**config.mk**
```make
export PLATFORM = sky130hd
export DESIGN_NAME = stride_fill
export DESIGN_NICKNAME = d
export VERILOG_FILES = /design/src/rtl/stride_fill_pkg.sv /design/src/rtl/stride_fill_lanes.sv /design/src/rtl/stride_fill_path.sv /design/src/rtl/stride_fill_ctrl.sv /design/src/rtl/stride_fill.sv
export SDC_FILE = /design/constraint.sdc
export NUM_CORES = 1
export LEC_CHECK = 0
export CAP_MARGIN = 20
export CELL_PAD_IN_SITES_DETAIL_PLACEMENT = 0
export CELL_PAD_IN_SITES_GLOBAL_PLACEMENT = 1
export CORE_MARGIN = 3
export CORE_UTILIZATION = 30
export DETAILED_ROUTE_END_ITERATION = 8
export PLACE_DENSITY_LB_ADDON = 0.1
export RECOVER_POWER = 25
export SETUP_SLACK_MARGIN = 0.15
export SLEW_MARGIN = 10
export SYNTH_ARGS = -nofsm -noshare
export SYNTH_HDL_FRONTEND = slang
export SYNTH_SLANG_ARGS = --single-unit
export TNS_END_PERCENT = 30
```
**constraint.sdc**
```tcl
create_clock -name clk -period 5.2 [get_ports clk]
set_clock_uncertainty 0.2 [all_clocks]
set_input_delay 1.56 -clock clk [delete_from_list [all_inputs] [get_ports clk]]
set_output_delay 1.56 -clock clk [all_outputs]
set_load 0.02 [all_outputs]
```
**src/rtl/stride_fill_pkg.sv**
```systemverilog
package stride_fill_pkg;

    typedef enum logic [1:0] {
        SZ_1B   = 2'd0,
        SZ_2B   = 2'd1,
        SZ_4B   = 2'd2,
        SZ_4B_X = 2'd3
    } esize_t;

    typedef enum logic [1:0] {
        ST_IDLE  = 2'd0,
        ST_STORE = 2'd1,
        ST_DONE  = 2'd2
    } fstate_t;

endpackage

```
**src/rtl/stride_fill_lanes.sv**
```systemverilog
module stride_fill_lanes #(
    parameter int DATA_W = 32
) (
    input  logic [$clog2(DATA_W/8)-1:0] lo_addr,
    input  logic [1:0]                  shift,
    input  logic [31:0]                 pattern,
    output logic [DATA_W/8-1:0]         be,
    output logic [DATA_W-1:0]           wdata
);
    localparam int LANES     = DATA_W / 8;
    localparam int LANE_BITS = $clog2(LANES);

    // Mask that selects the byte inside one element: 0, 1 or 3
    logic [2:0] elem_mask;
    assign elem_mask = (3'b001 << shift) - 3'b001;

    for (genvar i = 0; i < LANES; i++) begin : g_lane
        localparam logic [LANE_BITS-1:0] LI = LANE_BITS'(i);
        logic [1:0] bsel;
        assign bsel            = 2'(i) & elem_mask[1:0];
        assign be[i]           = (LI >> shift) == (lo_addr >> shift);
        assign wdata[8*i +: 8] = pattern[8*bsel +: 8];
    end

endmodule

```
**src/rtl/stride_fill_path.sv**
```systemverilog
module stride_fill_path #(
    parameter int ADDR_W = 32,
    parameter int CNT_W  = 16
) (
    input  logic              clk,
    input  logic              rst_n,
    input  logic              load,
    input  logic              step,
    input  logic              finish,
    input  logic [ADDR_W-1:0] base_addr,
    input  logic [ADDR_W-1:0] stride,
    input  logic [CNT_W-1:0]  count,
    input  logic [31:0]       pattern,
    input  logic [1:0]        size,
    output logic [ADDR_W-1:0] cur_addr,
    output logic [CNT_W-1:0]  remain,
    output logic [31:0]       pat_q,
    output logic [1:0]        shift_q,
    output logic              last
);
    import stride_fill_pkg::*;

    logic [ADDR_W-1:0] stride_q;
    logic [1:0]        shift_in;

    // Code 3 is folded onto the 4-byte element
    assign shift_in = (esize_t'(size) == SZ_4B_X) ? 2'd2 : size;
    assign last     = (remain == CNT_W'(1));

    always_ff @(posedge clk or negedge rst_n) begin
        if (!rst_n) begin
            cur_addr <= '0;
            remain   <= '0;
            stride_q <= '0;
            pat_q    <= '0;
            shift_q  <= '0;
        end else if (load) begin
            cur_addr <= base_addr;
            remain   <= count;
            stride_q <= stride;
            pat_q    <= pattern;
            shift_q  <= shift_in;
        end else if (step) begin
            cur_addr <= cur_addr + stride_q;
            remain   <= remain - CNT_W'(1);
        end else if (finish) begin
            remain   <= '0;
        end
    end

    // an intermediate acknowledge moves the address by the held stride
    p_step_stride_r3: assert property (@(posedge clk) disable iff (!rst_n)
        step |=> cur_addr == $past(cur_addr) + $past(stride_q));

    // the final acknowledge keeps the address and clears the count
    p_finish_keep_r5: assert property (@(posedge clk) disable iff (!rst_n)
        finish |=> (remain == '0) && $stable(cur_addr));

endmodule

```
**src/rtl/stride_fill_ctrl.sv**
```systemverilog
module stride_fill_ctrl (
    input  logic clk,
    input  logic rst_n,
    input  logic start,
    input  logic cnt_zero,
    input  logic ack,
    input  logic last,
    output logic load,
    output logic step,
    output logic finish,
    output logic req,
    output logic busy,
    output logic done
);
    import stride_fill_pkg::*;

    fstate_t state, nxt;

    always_ff @(posedge clk or negedge rst_n) begin
        if (!rst_n) state <= ST_IDLE;
        else        state <= nxt;
    end

    always_comb begin
        nxt = state;
        unique case (state)
            ST_IDLE:  if (start) nxt = cnt_zero ? ST_DONE : ST_STORE;
            ST_STORE: if (ack && last) nxt = ST_DONE;
            ST_DONE:  nxt = ST_IDLE;
            default:  nxt = ST_IDLE;
        endcase
    end

    always_comb begin
        load   = 1'b0;
        step   = 1'b0;
        finish = 1'b0;
        req    = 1'b0;
        busy   = 1'b1;
        done   = 1'b0;
        unique case (state)
            ST_IDLE: begin
                busy = 1'b0;
                load = start;
            end
            ST_STORE: begin
                req    = 1'b1;
                step   = ack && !last;
                finish = ack && last;
            end
            ST_DONE:  done = 1'b1;
            default:  busy = 1'b0;
        endcase
    end

    // completion pulse lasts one cycle
    p_done_single_r7: assert property (@(posedge clk) disable iff (!rst_n)
        done |=> !done);

    // zero count goes straight to completion without a request
    p_zero_skip_r6: assert property (@(posedge clk) disable iff (!rst_n)
        (state == ST_IDLE && start && cnt_zero) |=> done && !req);

    // a run in progress is never abandoned back to idle
    p_no_abort_r9: assert property (@(posedge clk) disable iff (!rst_n)
        (state == ST_STORE && !ack) |=> state == ST_STORE);

endmodule

```
**src/rtl/stride_fill.sv**
```systemverilog
module stride_fill #(
    parameter int ADDR_W = 32,
    parameter int DATA_W = 32,
    parameter int CNT_W  = 16
) (
    input  logic                clk,
    input  logic                rst_n,
    input  logic                start,
    input  logic [ADDR_W-1:0]   base_addr,
    input  logic [ADDR_W-1:0]   stride,
    input  logic [CNT_W-1:0]    count,
    input  logic [31:0]         pattern,
    input  logic [1:0]          size,
    output logic                mem_req,
    output logic [ADDR_W-1:0]   mem_addr,
    output logic [DATA_W/8-1:0] mem_be,
    output logic [DATA_W-1:0]   mem_wdata,
    input  logic                mem_ack,
    output logic                busy,
    output logic                done,
    output logic [ADDR_W-1:0]   addr_out,
    output logic [CNT_W-1:0]    count_out
);
    localparam int LANES     = DATA_W / 8;
    localparam int LANE_BITS = $clog2(LANES);

    logic              load, step, finish, last;
    logic [ADDR_W-1:0] cur_addr;
    logic [CNT_W-1:0]  remain;
    logic [31:0]       pat_q;
    logic [1:0]        shift_q;

    stride_fill_ctrl u_ctrl (
        .clk      (clk),
        .rst_n    (rst_n),
        .start    (start),
        .cnt_zero (count == '0),
        .ack      (mem_ack),
        .last     (last),
        .load     (load),
        .step     (step),
        .finish   (finish),
        .req      (mem_req),
        .busy     (busy),
        .done     (done)
    );

    stride_fill_path #(.ADDR_W(ADDR_W), .CNT_W(CNT_W)) u_path (
        .clk       (clk),
        .rst_n     (rst_n),
        .load      (load),
        .step      (step),
        .finish    (finish),
        .base_addr (base_addr),
        .stride    (stride),
        .count     (count),
        .pattern   (pattern),
        .size      (size),
        .cur_addr  (cur_addr),
        .remain    (remain),
        .pat_q     (pat_q),
        .shift_q   (shift_q),
        .last      (last)
    );

    stride_fill_lanes #(.DATA_W(DATA_W)) u_lanes (
        .lo_addr (cur_addr[LANE_BITS-1:0]),
        .shift   (shift_q),
        .pattern (pat_q),
        .be      (mem_be),
        .wdata   (mem_wdata)
    );

    assign mem_addr  = cur_addr;
    assign addr_out  = cur_addr;
    assign count_out = remain;

    // a pending write is held until acknowledged
    p_req_hold_r4: assert property (@(posedge clk) disable iff (!rst_n)
        (mem_req && !mem_ack) |=> mem_req && $stable(mem_addr)
                                  && $stable(mem_be) && $stable(mem_wdata));

    // a one-byte element enables exactly one lane
    p_byte_lane_r8: assert property (@(posedge clk) disable iff (!rst_n)
        (mem_req && shift_q == 2'd0) |-> $countones(mem_be) == 1);

    // every request enables at least one lane
    p_lane_any_r8: assert property (@(posedge clk) disable iff (!rst_n)
        mem_req |-> mem_be != '0);

    // completion reports a zero count
    p_done_zero_r5: assert property (@(posedge clk) disable iff (!rst_n)
        done |-> count_out == '0);

endmodule

```
# ---- Word level (Yosys, flattened, before mapping)
# Cells that the tools add are included.
dict set report totals {
  mem_bits_ro 0
  elab_cells 53
  n_memories 0
  latch_bits 0
  regBits 116
  out_inout_bits 119
  mem_bits_rw 0
  input_bits 118
}
dict set report classes {
  reduce_logical 9
  shifts 9
  bitwise 0
  n_eq_ne 10
  magnitude_cmp 0
  muxes 16
  addsub 3
  div 0
  multipliers 0
}
# operator count
set ops {}
lappend ops {{$mux 32} 2}
lappend ops {{$shiftx 32x6->8} 2}
lappend ops {{$mux 16} 3}
lappend ops {{$add 32x32->32} 1}
lappend ops {{$shiftx 32x5->8} 1}
lappend ops {{$eq 16x1->1 const B} 1}
lappend ops {{$logic_not 16->1} 1}
lappend ops {{$sub 16x1->16 const B} 1}
lappend ops {{$eq 2x2->1} 4}
lappend ops {{$mux 2} 4}
lappend ops {{$mux 1} 6}
lappend ops {{$eq 2x2->1 const B} 2}
lappend ops {{$pmux 2 s2} 1}
lappend ops {{$shr 1x2->2 const A} 2}
lappend ops {{$shr 2x2->2 const A} 2}
lappend ops {{$reduce_bool 3->1} 1}
lappend ops {{$eq 2x1->1 const B} 1}
lappend ops {{$logic_and 1x1->1} 2}
lappend ops {{$logic_not 2->1} 1}
lappend ops {{$ne 2x1->1 const B} 1}
lappend ops {{$ne 2x2->1 const B} 1}
lappend ops {{$reduce_and 2->1} 1}
lappend ops {{$reduce_bool 2->1} 1}
lappend ops {{$reduce_or 2->1} 1}
lappend ops {{other kinds (4)} 4}

# ---- Logic depth before layout (Yosys ltp)
# Gate-level depths: netlist of run 1.
dict set report depth {
  word_depth 6
  depth_mapped 11
  ltp_nobuf 10
}

# ---- Modules after synthesis
# A second synthesis of run 1 with hierarchy kept.
dict set report unflattened {
  hier_cells 733
  hier_area_um2 7354.6
}
# module cells_each seq_area_each_um2 area_each_um2 instances
set by_module_without_submodules {}
lappend by_module_without_submodules {stride_fill_path 616 2852.7 6357.3 1}
lappend by_module_without_submodules {stride_fill_lanes 60 0.0 531.8 1}
lappend by_module_without_submodules {stride_fill 37 0.0 274.0 1}
lappend by_module_without_submodules {stride_fill_ctrl 20 50.0 191.4 1}

# ---- Least setup slack after synthesis of run 1
# No wires, ideal clock.
dict set report synth_path {
  kind {register -> output}
  startpoint {register u_path.shift_q[0]}
  endpoint {output port mem_wdata[24]}
  stages_incl_launch_ff 4
  slack_ns 1.884
  arrival_time_ns 1.556
  required_ns 3.440
  path_buffers 0
  cell_sequence {dfrtp_1 nor2_1 mux2_2 mux2_2}
}
dict set report synth_via {
  elab_chain_len 3
}
# element line
set synth_rtl {}
lappend synth_rtl {{start, declared} stride_fill_path.sv:18} ;# output logic [1:0] shift_q,
lappend synth_rtl {{start signal, assigned} stride_fill_path.sv:42} ;# shift_q <= shift_in;
lappend synth_rtl {{$shl 1x2->2} stride_fill_lanes.sv:15} ;# assign elem_mask = (3'b001 << shift) - 3'b001;
lappend synth_rtl {{$sub 2x1->2} stride_fill_lanes.sv:15}
lappend synth_rtl {{$shiftx 32x6->8} stride_fill_lanes.sv:22} ;# assign wdata[8*i +: 8] = pattern[8*bsel +: 8];
lappend synth_rtl {{end, declared} stride_fill.sv:17} ;# output logic [DATA_W-1:0] mem_wdata,
# No other way between the ends.

# ---- Worst setup path after layout of run 1
# Same ends and word-level chain as after synthesis.

==> summary.md, run 1 <==
| Metric | Value |
|---|---|
| Die H | `161.6 um` |
| Total grt overflow | `0` |
| Hold path start | `u_path.pat_q[19]` |
| Outcome | `finished, violations left` |
| DR vias | `6677` |
| Setup TNS | `0 ns` |
| Top FF cell, synth | `dfrtp_1` |
| Max_cap viols | `1` |
| Synthesized cell area | `0.007263 sq mm` |
| Pleak | `4.577 nW` |
| Final max-slew violation count | `69` |
| Fraction of registers with async set/reset | `100.0%` |
| Die Area | `0.02611 sq mm` |
| Largest net degree at the start of global routing | `69` |
| Bufs on Longest Clock Path | `2` |
| Drt drc | `0` |
| Area share of the largest cell type after synthesis | `39.97%` |
| Seq/Total Area, Yosys | `39.97%` |
| H-tree levels | `4` |
| Share of cells above drive strength 1 | `7.322%` |
| Worst EP arrival | `2.71 ns` |
| FP Rows | `56` |
| CP Max Fanout | `8` |
| Most crowded layer after global routing | `met2` |
| TritonCTS buffer count | `17` |
| Post-route clock period utilization | `85.98%` |
| CP startpoint kind | `register` |
| Worst reg2reg path startpoint | `u_path.cur_addr[0]` |
| FMAX | `0.2237 GHz` |
| GR Util met2 | `30.30%` |
| Routed Antenna Nets | `0` |
| Syn Inst Count | `884` |
| M1 GR Usage | `24.12%` |
| Synth unique cells | `64` |
| DP Worst Slack | `1.082 ns` |
| Core area | `0.02361 sq mm` |
| CTS sink count | `116` |
| Final setup viols | `0` |
| Required @ worst endpoint | `3.44 ns` |
| Final antenna diode count | `0` |
| Syn Nets | `1039` |
| Power Density | `776.1 mW/mm^2` |
| Die Wd | `161.6 um` |
| All-Layer GR Usage | `18.37%` |
| Setup Buffers After CTS | `0` |
| Routed len/inst | `17.05 um` |
| First-pass GRT wire length | `38.39 mm` |
| CP startpoint | `u_path.shift_q[0]` |
| Period minus WS final | `4.471 ns` |
| Clock latency on the worst-skew pair | `0.42 ns` |
| Vias in the first global route | `7066` |
| CP Capture Type | `output pin` |
| Hold violation count in the final report | `0` |
| Port Buffer Count | `236` |
| Worst-path clk slew | `0.06 ns` |
| Mapped Avg Cell Area | `8.216 sq um` |
| Violated checks | `capacitance limit, slew limit` |
| Nets | `1221` |
| Worst-Margin Slew | `1.822 ns` |
| Final setup margin | `0.7290 ns` |
| Critical path class | `register to output pin` |
| Global-route met3 utilization | `5.540%` |
| Top Ports | `237` |
| Post-CTS Hold Fix Bufs | `0` |
| Max_slew headroom | `-21.48%` |
| Starting Density | `30.76%` |
| CTS tree | `built` |
| Dpl hpwl | `17.08 mm` |
| Post-synth EDFFs | `0` |
| Seq cells post-synth | `116` |
| Root buf cell | `clkbuf_16` |
| Initial antenna violation count | `1` |
| VDD IR max | `337.9 uV` |
| GPL Wtd Cong | `0.7843` |
| RSZ-0062 raised after global routing | `no` |
| Hold Crit Class | `register to register` |
| Area contributors post-synth | `dfrtp_1 40%, nand2_1 14%, ha_1 6.2%` |
| Synthesis Warnings | `0` |
| Starting DRT DRC Count | `317` |
| Synth area leader | `dfrtp_1` |
| Routed WL | `23.84 mm` |
| Post-cts resize count | `0` |
| Fill cells | `2384` |
| First-pass detailed-route iteration total | `5` |
| Vias/cell | `4.776` |
| Area grow syn2layout | `41.19%` |
==> report_power, final <==
group | switching, W | internal (W) | total, W
Sequential | 0.000434 | 0.00134 | 0.00178
Combinational | 0.00275 | 0.00217 | 0.00492
Clock | 0.000475 | 0.000786 | 0.00126
Total | 0.00366 | 0.00430 | 0.00796
==> cell usage after synthesis (2+ instances only) <==
library cell,n
o31ai_1,3
nand2b_1,2
o22ai_1,3
buf_4,40
o211ai_1,2
buf_2,4
and4_1,3
a211oi_1,2
mux2_2,24
a22oi_1,4
nor2_1,48
ha_1,36
nor3_1,12
o311ai_0,6
and2_1,5
and3_1,10
xnor2_1,13
o21a_1,3
o21ai_0,44
mux2i_1,3
nand4_1,6
o21ai_1,4
or3_1,2
a41oi_1,2
nor4_1,10
xor2_1,14
a32oi_1,3
nand3_1,13
nand2_1,262
a21oi_1,71
o21bai_1,7
a21o_1,12
inv_1,17
a31oi_1,10
clkbuf_1,33
a221o_1,4
buf_1,5
dfrtp_1,116
==> worst max-delay path, stage by stage, from the launching register on <==
cell and delay [ns]:
dfrtp_1 0.40, nor2_1 0.64, mux2_2 0.42, mux2_2 0.27
clkdlybuf4s50_1 0.56
==> state kept, by name, indices dropped and copies added, names as in the netlist <==
register and cells:
u_ctrl.state 2, u_path.remain 16, u_path.stride_q 32, u_path.pat_q 32
u_path.cur_addr 32, u_path.shift_q 2
==> layout by cell type (no fill, tap or decap), types with 6 or more instances in the layout <==
cell type        count
dfrtp_1            116
xor2_1              14
a21o_1              12
nand3_1             13
o21bai_1             7
inv_1               17
xnor2_1             13
clkdlybuf4s50_1    235
a21oi_1             71
clkbuf_16           17
o311ai_0             6
nor2_1              47
o21ai_0             44
nor4_1              10
nand4_1              6
mux2_2              24
nor3_1              12
ha_1                36
and3_1              10
buf_4                7
a31oi_1             10
nand2_1            261
==> cell type report <==
cell class | instances | area, sq um | share of cell area [%]
repair buffers | 245 | 2419 | 23.58
multi-input cells | 669 | 3846 | 37.51
flip-flops and latches | 116 | 2903 | 28.31
well taps | 319 | 399.1 | 3.892
inverters | 17 | 63.81 | 0.6223
clock buffers | 19 | 452.9 | 4.417
clock inverters | 13 | 171.4 | 1.672
==> path summary, 6_finish.rpt <==
check,cells past startpoint,endpoint,slack (ns)
min in group asynchronous,1,u_path.cur_addr[16],1.42
setup reg to reg,10,u_path.cur_addr[26],1.70
hold / removal,2,u_path.pat_q[19],0.27
setup / recovery,4,mem_wdata[24],0.73
max in group asynchronous,2,u_path.cur_addr[29],1.64
hold reg to reg,2,u_path.pat_q[19],0.27
==> cells by family after synthesis <==
group / share of synthesized area (%)
buffers and inverters: 7.252
AOI/OAI and AO/OA: 16.57
and+or+nand+nor: 22.34
xor gates and xnor gates: 3.256
adders and majority gates: 6.477
muxes: 4.134
DFF: 39.97
==> metrics by stage <==
stage                     power (W)  instances  cell area (sq um)  util, %  hold WS, ns
after global placement     0.006737       1366               9639    40.82       0.2550
after global routing       0.008597       1398              10250    43.43       0.2980
after detailed placement   0.006724       1366               9639    40.82       0.2632
after CTS                  0.008059       1398              10260    43.47       0.2791
after floorplan            0.005029        884               7263        -       0.2401
final                      0.007958       1398              10250    43.43       0.2735
==> layer usage <==
metal	vias to the layer above	part of all wire [%]
met5	-	0.055
met4	2	0.58
met3	12	6.5
met2	182	47
met1	3103	46
li1	3378	-
Power figures use the tool's default switching activity.
==> run 2, diff against run 1 <==
Settings changed: CTS_CLUSTER_SIZE set to 8.
==> results of run 2 <==
No change in the layout: final DEF, timing and power equal those of run 1.
==> run 3, diff against run 2 <==
Settings changed: SYNTH_HIERARCHICAL set to 1.
==> summary.md, run 3 <==
| Metric | Value |
|---|---|
| Outcome | `finished, violations left` |
| Violated checks | `capacitance limit, slew limit` |
| H-tree levels | `4 (unchanged)` |
| FMAX | `0.2375 GHz (+6.2%)` |
| Seq cells post-synth | `116 (unchanged)` |
| First-pass GRT wire length | `35.94 mm (-6.4%)` |
| Final max-slew violation count | `121 (+75%)` |
| Root buf cell | `clkbuf_16` |
| Worst EP arrival | `4.20 ns (+1.49 ns)` |
| Required @ worst endpoint | `5.19 ns (+1.75 ns)` |
| Final setup margin | `0.9903 ns (+0.2613 ns)` |
| CP endpoint | `u_path/cur_addr[24]` |
| Post-layout util | `43.42% (about the same)` |
| DR WL met2 | `10.42 mm (-7.0%)` |
| Setup Buffers After CTS | `0 (unchanged)` |
| CP startpoint | `rst_n` |
| Share of cells above drive strength 1 | `14.93% (+7.6 points)` |
| Post-cts resize count | `0 (unchanged)` |
| Top Ports | `237 (unchanged)` |
| GPL Wtd Cong | `0.8702 (+11%)` |
| Max_slew headroom | `-18.35% (+3.1 points)` |
| Post-CTS Hold Fix Bufs | `0 (unchanged)` |
| Setup TNS | `0 ns (unchanged)` |
| Hold path start | `u_path/pat_q[22]` |
| Post-Synth XOR/XNOR Area | `3.096% (-0.16 points)` |
| Family with the most delay on the worst path | `buffers and inverters` |
| Simple-Gate Fraction of Synth Area | `11.21% (-11 points)` |
| Synth unique cells | `62 (-3.1%)` |
| Most common cell after layout, fill and taps aside | `clkdlybuf4s50_1` |
| First-pass detailed-route iteration total | `5 (unchanged)` |
| CTS tree | `built` |
| VDD IR max | `386.6 uV (+14%)` |
| Stages on worst setup path | `2 (-2)` |
| Final setup viols | `0 (unchanged)` |
| Critical path class | `primary input to asynchronous set/reset pin` |
| Synthesis Warnings | `6 (+6)` |
| CP startpoint kind | `primary input` |
| Power Total | `0.008118 W (+2.0%)` |
| Die Area | `0.02643 sq mm (+1.2%)` |
| Post-synthesis adder-cell area fraction | `6.567% (+0.090 points)` |
| Top FF cell, synth | `dfrtp_1` |
| Hold Crit Class | `register to register` |
| Seq/Total Area, Yosys | `39.47% (-0.50 points)` |
| Routed WL | `22.59 mm (-5.3%)` |
| Area share of the largest cell type after synthesis | `39.47% (-0.50 points)` |
| Worst Hold Depth | `1 (-1)` |
| Starting DRT DRC Count | `310 (-2.2%)` |
| Most frequent cells after synthesis | `116 x dfrtp_1, 81 x mux2_2, 70 x nand2_1` |
| Synthesized cell area | `0.007355 sq mm (+1.3%)` |
| CP Capture Type | `asynchronous set/reset pin` |
| Syn Inst Count | `733 (-17%)` |
| Total grt overflow | `0 (unchanged)` |
| Routed len/inst | `17.96 um (+5.3%)` |
| Period minus WS final | `4.210 ns (-0.2613 ns)` |
| Most frequent cells in the layout | `235 x clkdlybuf4s50_1, 116 x dfrtp_1, 81 x mux2_2, 70 x nand2_1, 48 x o21ai_0` |
| Vias in the first global route | `6634 (-6.1%)` |
| Max_cap viols | `3 (+2)` |
| Bufs on Longest Clock Path | `2 (unchanged)` |
| Post-synth EDFFs | `0 (unchanged)` |
| Worst Reg2Reg Path Length in Cells | `9 (-1)` |
| Power Density | `787.1 mW/mm^2 (+1.4%)` |
| Slowest stage delay, CP | `1.37 ns (+0.73 ns)` |
| Die H | `162.6 um (+0.61%)` |
| Die Wd | `162.6 um (+0.61%)` |
| Cell breakdown of the critical path | `clkbuf_2 -> clkbuf_1` |
| Core area | `0.02375 sq mm (+0.59%)` |
| DP Worst Slack | `1.041 ns (-0.04105 ns)` |
| Metal3 WL | `1.818 mm (+18%)` |
| Clock latency on the worst-skew pair | `0.42 ns (about the same)` |
| Worst reg2reg path startpoint | `u_path/remain[2]` |
| FP Rows | `56 (unchanged)` |
| Hold violation count in the final report | `0 (unchanged)` |
| Met1 WL | `10.00 mm (-8.6%)` |
| RSZ-0062 raised after global routing | `no` |
| Vias/cell | `4.986 (+4.4%)` |
| Worst-Margin Slew | `1.775 ns (-0.04691 ns)` |
| Mapped Avg Cell Area | `10.03 sq um (+22%)` |
| Area contributors post-synth | `dfrtp_1 39%, mux2_2 12%, ha_1 6.3%` |
| Setup slack, reg-to-reg | `1.06 ns (-0.64 ns)` |
| Fraction of registers with async set/reset | `100.0% (unchanged)` |
| Post-route clock period utilization | `80.96% (-5.0 points)` |
| Largest net degree at the start of global routing | `79 (+14%)` |
| Initial antenna violation count | `0 (-1)` |
| WP buf/inv | `2 (+1)` |
| Routed Antenna Nets | `0 (unchanged)` |
| Top Registers | `u_path/cur_addr x32, u_path/pat_q x32, u_path/stride_q x32` |
| Post-synthesis mux area share | `16.35% (+12 points)` |
| Syn Nets | `889 (-14%)` |
| Pleak | `4.238 nW (-7.4%)` |
| Synth Area in Compound Gates | `16.16% (-0.41 points)` |
| RR Endpoint | `u_path/remain[7]` |
| Most common cell in the netlist | `dfrtp_1` |
| CTS sink count | `116 (unchanged)` |
| Synth area leader | `dfrtp_1` |
| All-Layer GR Usage | `17.05% (-1.3 points)` |
| Drt drc | `0 (unchanged)` |
| CP max stage cell | `clkbuf_1` |
| Highest Signal Layer | `met4` |
| Nets | `1081 (-11%)` |
| Largest family of logic cells by synthesized area | `multiplexers` |
| Port Buffer Count | `236 (unchanged)` |
| Starting Density | `30.96% (+0.20 points)` |
| TritonCTS buffer count | `17 (unchanged)` |
| Area grow syn2layout | `40.23%` |
| DR vias | `6273 (-6.1%)` |
| Worst-path clk slew | `0.06 ns (about the same)` |
| Dpl hpwl | `16.57 mm (-3.0%)` |
| CP Max Fanout | `61 (+53)` |
## run 3: through the flow
stage / instance area (sq um) / hold WS [ns] / std cells
3_5_place_dp: 9729 / 0.2938 / 1225
5_1_grt: 10310 / 0.3228 / 1257
3_3_place_gp: 9729 / 0.2859 / 1225
2_1_floorplan: 7355 / 0.2750 / 733
4_1_cts: 10320 / 0.3091 / 1257
6_report: 10310 / 0.3053 / 1258
## run 3: power breakdown
group          internal (W)  switching [W]  total [W]
registers           0.00136       0.000464    0.00182
clock network      0.000724       0.000471    0.00120
logic               0.00243        0.00267    0.00510
## run 3: layout make-up
type,count,area (sq um)
Clock inverter,14,152.6
Multi-Input combinational cell,526,3936
Tap cell,319,399.1
Antenna cell,1,2.502
Inverter,21,78.83
Clock buffer,18,439.2
Fill cell,2289,13440
Sequential cell,116,2903
Timing Repair Buffer,243,2402
## run 3: kinds of logic after synthesis
group,count (synthesis)
fa+ha+maj,38
mux,110
compound gates,184
simple gates,168
flops,116
buf+inv,91
xor+xnor,26
## run 3: worst min path at each step
| stage | slack [ns] | to |
|---|---|---|
| 4_1_cts | 0.31 | u_path/pat_q[22] |
| 2_1_floorplan | 0.27 | u_path/pat_q[16] |
| 3_5_place_dp | 0.29 | u_path/pat_q[21] |
| 6_report | 0.31 | u_path/pat_q[22] |
| 3_3_place_gp | 0.29 | u_path/pat_q[22] |
| 5_1_grt | 0.32 | u_path/stride_q[4] |
## run 3: layer usage
metal | up-vias | GRT usage [%]
li1 | 2993 | -
met1 | 3041 | 21.82
met2 | 215 | 27.36
met3 | 24 | 6.078
met4 | 0 | 4.767
met5 | - | 0
